## src/rtl/irq_hub_pkg.sv

```systemverilog
package irq_hub_pkg;

    // Read-path states
    typedef enum logic {
        BUS_IDLE = 1'b0,
        BUS_RESP = 1'b1
    } bus_state_e;

    // Shared-window offsets
    localparam int OFF_CTRL     = 'h000;
    localparam int OFF_EN_SET   = 'h030;
    localparam int OFF_EN_CLR   = 'h034;
    localparam int OFF_ROUTE    = 'h100;

    // Per-processor window offsets
    localparam int OFF_ACK      = 'h044;
    localparam int OFF_MASK_SET = 'h048;
    localparam int OFF_MASK_CLR = 'h04C;

    // Acknowledge codes
    localparam logic [9:0] ACK_NONE     = 10'h3FF;
    localparam logic [9:0] ACK_DOORBELL = 10'h000;

endpackage

```

## src/rtl/irq_hub_regs.sv

```systemverilog
module irq_hub_regs
    import irq_hub_pkg::*;
#(
    parameter int NSRC   = 32,
    parameter int NCPU   = 4,
    parameter int ADDR_W = 13,
    localparam int SRC_W = (NSRC > 1) ? $clog2(NSRC) : 1,
    localparam int CPU_W = (NCPU > 1) ? $clog2(NCPU) : 1
) (
    input  logic                       clk,
    input  logic                       rst_n,
    input  logic                       wr_req_i,
    input  logic                       win_i,
    input  logic [CPU_W-1:0]           cpu_i,
    input  logic [ADDR_W-1:0]          addr_i,
    input  logic [31:0]                wdata_i,
    input  logic                       route_hit_i,
    input  logic [SRC_W-1:0]           route_idx_i,
    output logic [NSRC-1:0]            en_q,
    output logic [NSRC-1:0][NCPU-1:0]  route_q,
    output logic [NCPU-1:0][NSRC-1:0]  mask_q
);

    // A written source number is usable only when it names a real source
    logic             num_ok;
    logic [SRC_W-1:0] num_idx;
    logic             unused_wdata;

    assign num_ok       = (wdata_i[9:0] != 10'd0) && (wdata_i[9:0] < 10'(NSRC));
    assign num_idx      = wdata_i[SRC_W-1:0];
    assign unused_wdata = ^wdata_i;

    always_ff @(posedge clk or negedge rst_n) begin
        if (!rst_n) begin
            en_q    <= '0;
            route_q <= '0;
            mask_q  <= '1;
        end else if (wr_req_i) begin
            if (!win_i) begin
                if (addr_i == ADDR_W'(OFF_EN_SET) && num_ok)
                    en_q[num_idx] <= 1'b1;
                if (addr_i == ADDR_W'(OFF_EN_CLR) && num_ok)
                    en_q[num_idx] <= 1'b0;
                if (route_hit_i)
                    route_q[route_idx_i] <= wdata_i[NCPU-1:0];
            end else begin
                if (addr_i == ADDR_W'(OFF_MASK_SET) && num_ok)
                    mask_q[cpu_i][num_idx] <= 1'b1;
                if (addr_i == ADDR_W'(OFF_MASK_CLR) && num_ok)
                    mask_q[cpu_i][num_idx] <= 1'b0;
            end
        end
    end

endmodule

```

## src/rtl/irq_hub_pick.sv

```systemverilog
module irq_hub_pick
    import irq_hub_pkg::*;
#(
    parameter int NSRC = 32
) (
    input  logic [NSRC-1:0] elig_i,
    input  logic            doorbell_i,
    output logic [9:0]      ack_o,
    output logic            irq_o
);

    // Scan from the top down so the lowest eligible number is written last
    always_comb begin
        ack_o = doorbell_i ? ACK_DOORBELL : ACK_NONE;
        for (int n = NSRC - 1; n >= 0; n--) begin
            if (elig_i[n])
                ack_o = 10'(n);
        end
    end

    assign irq_o = (ack_o != ACK_NONE);

endmodule

```

## src/rtl/irq_hub_bus.sv

```systemverilog
module irq_hub_bus
    import irq_hub_pkg::*;
#(
    parameter int NSRC   = 32,
    parameter int NCPU   = 4,
    parameter int ADDR_W = 13,
    localparam int SRC_W = (NSRC > 1) ? $clog2(NSRC) : 1,
    localparam int CPU_W = (NCPU > 1) ? $clog2(NCPU) : 1
) (
    input  logic                       clk,
    input  logic                       rst_n,
    input  logic                       rd_req_i,
    input  logic                       win_i,
    input  logic [CPU_W-1:0]           cpu_i,
    input  logic [ADDR_W-1:0]          addr_i,
    input  logic                       route_hit_i,
    input  logic [SRC_W-1:0]           route_idx_i,
    input  logic [NSRC-1:0][NCPU-1:0]  route_q_i,
    input  logic [NCPU-1:0][9:0]       ack_i,
    output logic                       rvalid_o,
    output logic [31:0]                rdata_o
);

    bus_state_e  state_q, state_d;
    logic [31:0] rd_word;

    // Read data selection
    always_comb begin
        rd_word = '0;
        if (!win_i) begin
            if (addr_i == ADDR_W'(OFF_CTRL))
                rd_word[11:2] = 10'(NSRC);
            else if (route_hit_i)
                rd_word[NCPU-1:0] = route_q_i[route_idx_i];
        end else if (addr_i == ADDR_W'(OFF_ACK)) begin
            rd_word[9:0] = ack_i[cpu_i];
        end
    end

    // Next-state logic
    always_comb begin
        state_d = state_q;
        unique case (state_q)
            BUS_IDLE: state_d = rd_req_i ? BUS_RESP : BUS_IDLE;
            BUS_RESP: state_d = rd_req_i ? BUS_RESP : BUS_IDLE;
        endcase
    end

    // State register and captured data
    always_ff @(posedge clk or negedge rst_n) begin
        if (!rst_n) begin
            state_q <= BUS_IDLE;
            rdata_o <= '0;
        end else begin
            state_q <= state_d;
            if (rd_req_i)
                rdata_o <= rd_word;
        end
    end

    // Outputs
    always_comb begin
        rvalid_o = (state_q == BUS_RESP);
    end

endmodule

```

## src/rtl/irq_hub_core.sv

```systemverilog
module irq_hub_core
    import irq_hub_pkg::*;
#(
    parameter int NSRC   = 32,
    parameter int NCPU   = 4,
    parameter int ADDR_W = 13,
    localparam int SRC_W = (NSRC > 1) ? $clog2(NSRC) : 1,
    localparam int CPU_W = (NCPU > 1) ? $clog2(NCPU) : 1
) (
    input  logic              clk,
    input  logic              rst_n,
    input  logic              bus_req_i,
    input  logic              bus_we_i,
    input  logic              bus_win_i,
    input  logic [CPU_W-1:0]  bus_cpu_i,
    input  logic [ADDR_W-1:0] bus_addr_i,
    input  logic [31:0]       bus_wdata_i,
    output logic              bus_rvalid_o,
    output logic [31:0]       bus_rdata_o,
    input  logic [NSRC-1:0]   src_i,
    input  logic [NCPU-1:0]   doorbell_i,
    output logic [NCPU-1:0]   irq_o
);

    logic [NSRC-1:0]           en_q;
    logic [NSRC-1:0][NCPU-1:0] route_q;
    logic [NCPU-1:0][NSRC-1:0] mask_q;
    logic [NCPU-1:0][9:0]      ack_all;

    // Routing-word decode shared by the write and read paths
    logic [ADDR_W-1:0] route_off;
    logic              route_hit;
    logic [SRC_W-1:0]  route_idx;
    logic              unused_top;

    assign route_off  = bus_addr_i - ADDR_W'(OFF_ROUTE);
    assign route_hit  = (bus_addr_i >= ADDR_W'(OFF_ROUTE)) && (bus_addr_i[1:0] == 2'b00)
                        && (route_off[ADDR_W-1:2] < (ADDR_W-2)'(NSRC));
    assign route_idx  = route_off[SRC_W+1:2];
    assign unused_top = ^{route_off[1:0], src_i[0]};

    irq_hub_regs #(.NSRC(NSRC), .NCPU(NCPU), .ADDR_W(ADDR_W)) u_regs (
        .clk         (clk),
        .rst_n       (rst_n),
        .wr_req_i    (bus_req_i & bus_we_i),
        .win_i       (bus_win_i),
        .cpu_i       (bus_cpu_i),
        .addr_i      (bus_addr_i),
        .wdata_i     (bus_wdata_i),
        .route_hit_i (route_hit),
        .route_idx_i (route_idx),
        .en_q        (en_q),
        .route_q     (route_q),
        .mask_q      (mask_q)
    );

    // One eligibility vector and one priority picker per processor
    for (genvar c = 0; c < NCPU; c++) begin : g_cpu
        logic [NSRC-1:0] elig;
        for (genvar n = 0; n < NSRC; n++) begin : g_src
            if (n == 0) begin : g_zero
                assign elig[n] = 1'b0;
            end else begin : g_real
                assign elig[n] = src_i[n] & en_q[n] & route_q[n][c] & ~mask_q[c][n];
            end
        end
        irq_hub_pick #(.NSRC(NSRC)) u_pick (
            .elig_i     (elig),
            .doorbell_i (doorbell_i[c]),
            .ack_o      (ack_all[c]),
            .irq_o      (irq_o[c])
        );
    end

    irq_hub_bus #(.NSRC(NSRC), .NCPU(NCPU), .ADDR_W(ADDR_W)) u_bus (
        .clk         (clk),
        .rst_n       (rst_n),
        .rd_req_i    (bus_req_i & ~bus_we_i),
        .win_i       (bus_win_i),
        .cpu_i       (bus_cpu_i),
        .addr_i      (bus_addr_i),
        .route_hit_i (route_hit),
        .route_idx_i (route_idx),
        .route_q_i   (route_q),
        .ack_i       (ack_all),
        .rvalid_o    (bus_rvalid_o),
        .rdata_o     (bus_rdata_o)
    );

endmodule

```

## config.mk

```make
export PLATFORM = sky130hd
export DESIGN_NAME = irq_hub_core
export DESIGN_NICKNAME = d
export VERILOG_FILES = /design/src/rtl/irq_hub_pkg.sv /design/src/rtl/irq_hub_regs.sv /design/src/rtl/irq_hub_pick.sv /design/src/rtl/irq_hub_bus.sv /design/src/rtl/irq_hub_core.sv
export SDC_FILE = /design/constraint.sdc
export NUM_CORES = 1
export LEC_CHECK = 0
export ABC_AREA = 1
export BUFFER_PORTS_ARGS = -buffer_cell sky130_fd_sc_hd__buf_4
export CORE_MARGIN = 1.5
export CORE_UTILIZATION = 54
export CTS_BUF_LIST = sky130_fd_sc_hd__clkbuf_4 sky130_fd_sc_hd__clkbuf_8
export CTS_CLUSTER_DIAMETER = 80
export CTS_CLUSTER_SIZE = 8
export DETAILED_ROUTE_END_ITERATION = 10
export PLACE_DENSITY = 0.73
export SLEW_MARGIN = 15
export SYNTH_ARGS = -nofsm -noshare
export SYNTH_HDL_FRONTEND = slang
export SYNTH_SLANG_ARGS = --single-unit
```

## constraint.sdc

```tcl
create_clock -name clk -period 7.1 [get_ports clk]
set_clock_uncertainty 0.15 [all_clocks]
set_input_delay 0.355 -clock clk [delete_from_list [all_inputs] [get_ports clk]]
set_output_delay 0.355 -clock clk [all_outputs]
set_load 0.02 [all_outputs]
```

==> metrics.csv <==
metric,value,unit
synthesis-to-finish area growth,10.5,%
Synth cell types,48,
largest net degree at the start of global routing,177,
vias per cell,6.13,
Combinational Power Share,0.086,
critical path required time,7.47,ns
Worst Setup Path Type,in -> reg,
num rows,63,
hold worst-path end,u_bus.rdata_o[4],
status,"finished, final reports clean",
HPWL after DPL,40500,um
setup bufs post-CTS,0,
fraction of layout cells with a size suffix above 1,0.145,
top_reg_cell synth,dfrtp_1,
hold_buf cts,2,
core area,29600,um^2
Worst EP arrival,4.07,ns
number of port buffers,79,
synthesized cell area,16200,um^2
CP Max Fanout,26,
part of the Yosys area used for sequential elements,0.459,
Net Sw Power,885,uW
RSZ-0062 raised after global routing,no,
WL per Instance,22.7,um
H-tree levels,2,
startpoint types,input pin,
"reg-to-reg slack, setup",3.98,ns
total CTS buffers,42,
clock network power share,0.409,
Clock transition at path regs,0.08,ns
first-pass GRT wire length,88800,um
Slew @ Worst Pin,1.20,ns
Max Cap Viol,0,
hold depth,4,
Root Driver,clkbuf_8,
"FF+latch count, synth",291,
"non-filler cells, final",2586,
synth warn,0,
final number of setup-violating endpoints,0,
min-delay src,bus_req_i,
starting density of the core,0.548,
ys async rst share,1.00,
Final Wtd Congestion,1.02,
Clock Path Buffers,3,
cell count after synthesis,2104,
Flop pwr share,0.505,
FMAX,270,MHz
CP endpoint kind,flip-flop,
power per cell area,185,nW/um^2
IO Count,125,
Fin. Hold Viols,0,
GRT Resource Usage Total,0.382,
Int Pwr,2.42,mW
Syn Area/Cell,7.70,um^2
clk sinks,291,
FF-to-FF path depth,37,
filler instances,2706,
Net Sw Frac,0.268,
DIE HEIGHT,176,um
reg-to-reg startpoint,u_regs.mask_q[95],
die span in x,176,um
final net count,2257,
worst flop-to-flop path endpoint,u_bus.rdata_o[0],
number of DRC markers in iteration 0,2420,
DRC viols,0,
VDD IR-drop max,0.160,mV
vias in the first global route,15000,
Routed Antenna Nets,0,
Leak,8.69,nW
initial antenna violation count,1,
vias after detailed routing,15800,
Post-CTS Resized,0,
worst-skew pair later-pin latency,0.60,ns
Post-synth EDFFs,0,
TNS Setup,0,ns
placed cell count,2512,
CTS tree,done,
worst hold path type,in -> reg,
Final period util,0.521,
die area,31000,um^2
DRT Wirelength,58600,um
Slew Limit Headroom,0.193,
min cycle time layout,3.70,ns
Initial DRT Pass Iterations,6,
Overflow after GRT,0,
Max Slew Vio Count,0,
==> cell type report <==
class,count,area (um^2),share of cell area
Clock buffer,67,766,0.0428
Clock inverter,4,31.3,0.00175
Inverter,347,1300,0.0729
Antenna cell,1,2.50,0.000140
Multi-Input combinational cell,1381,7050,0.394
Timing Repair Buffer,105,813,0.0455
Sequential cell,291,7440,0.416
Tap cell,390,488,0.0273
==> kinds of logic after synthesis <==
group / synth area share
and+or+nand+nor: 0.236
other: 0.000231
adders and majority gates: 0.000772
buffers and inverters: 0.113
DFF: 0.459
muxes: 0.0192
AOI/OAI and AO/OA: 0.171
==> power by group through the flow <==
stage	clock (mW)	sequential [mW]	combinational, mW
after CTS	1.36	1.67	0.278
after floorplan	0	1.70	0.132
after global routing	1.43	1.67	0.304
after detailed placement	0	1.70	0.276
final	1.35	1.67	0.285
after global placement	0	1.70	0.274
==> cells in the final DEF, fill, tap and decap left out, drive strengths merged, types with 8 or more instances in the layout <==
cell type	instances
a21oi	92
a221oi	9
a22oi	22
a31oi	8
a32oi	85
buf	103
clkbuf	67
conb	22
dfrtp	167
dfstp	124
inv	341
mux2i	31
nand2	441
nand3	157
nand4	14
nor2	155
nor3	104
nor3b	8
nor4	12
o21ai	155
o221ai	25
o31ai	9
==> routing by layer <==
metal  up-vias  share of wire  GRT usage
met4         2          0.051      0.187
met1      7500           0.41      0.532
met2      1007           0.43      0.568
li1       7141              -          -
met3       196           0.11     0.0803
met5         -        0.00022          0
==> worst max-delay path, stage by stage <==
cell and delay (ns):
buf_4 0.18, nand2_1 0.57, clkinv_1 1.06, a22oi_1 0.51
o221ai_1 0.21, nand2_1 0.12, nand4_1 0.19, a221oi_1 0.43
nand4_1 0.17, nand2_1 0.09, inv_1 0.06, a21oi_2 0.11
==> synth_stat cells, types with 3 or more instances <==
library cell  instances  area, um^2
o31ai_1               9        67.6
o221ai_1             25         219
o22ai_1               7        43.8
clkbuf_1             54         203
a32oi_1              85         744
a221oi_1              9        78.8
nand2_1             440        1650
nor3_1              101         505
o211ai_1              4        30.0
clkinv_1              6        22.5
dfrtp_1             167        4180
nor2_1              153         574
a22o_1                3        26.3
dfstp_2             124        3260
nand4_1              14        87.6
inv_1               339        1270
buf_2                18        90.1
nand3_1             157         786
a31oi_1               8        50.1
a22oi_1              22         165
nor3_2                3        30.0
o21ai_0             153         766
buf_1                 5        18.8
mux2i_1              31         310
nor3b_1               7        52.6
buf_4                29         218
a21oi_1              90         450
o21a_1                4        30.0
nor4_1               11        68.8
==> how the worst max path moves through the flow <==
stage,start,end,slack [ns],cells past startpoint
final,bus_addr_i[2],u_bus.rdata_o[0],3.40,12
after global routing,bus_addr_i[2],u_bus.rdata_o[2],3.38,10
after CTS,bus_addr_i[2],u_bus.rdata_o[0],3.58,12
after detailed placement,bus_addr_i[2],u_bus.rdata_o[2],2.97,10
after global placement,bus_addr_i[2],u_bus.rdata_o[0],2.93,12
after floorplan,bus_addr_i[8],u_regs.route_q[0],4.61,10
==> stage by stage <==
stage                     power [mW]  setup slack (ns)  instance area [um^2]   util  hold slack, ns
after global routing            3.40              3.38                 17900  0.605          0.0936
after global placement          1.97              2.93                 17100  0.578           0.296
after CTS                       3.31              3.58                 17900  0.605          0.0320
final                           3.31              3.40                 17900  0.605          0.0599
after detailed placement        1.97              2.97                 17100  0.578           0.300
after floorplan                 1.83              4.61                 16300      -         -0.0906
Power figures use the tool's default switching activity.
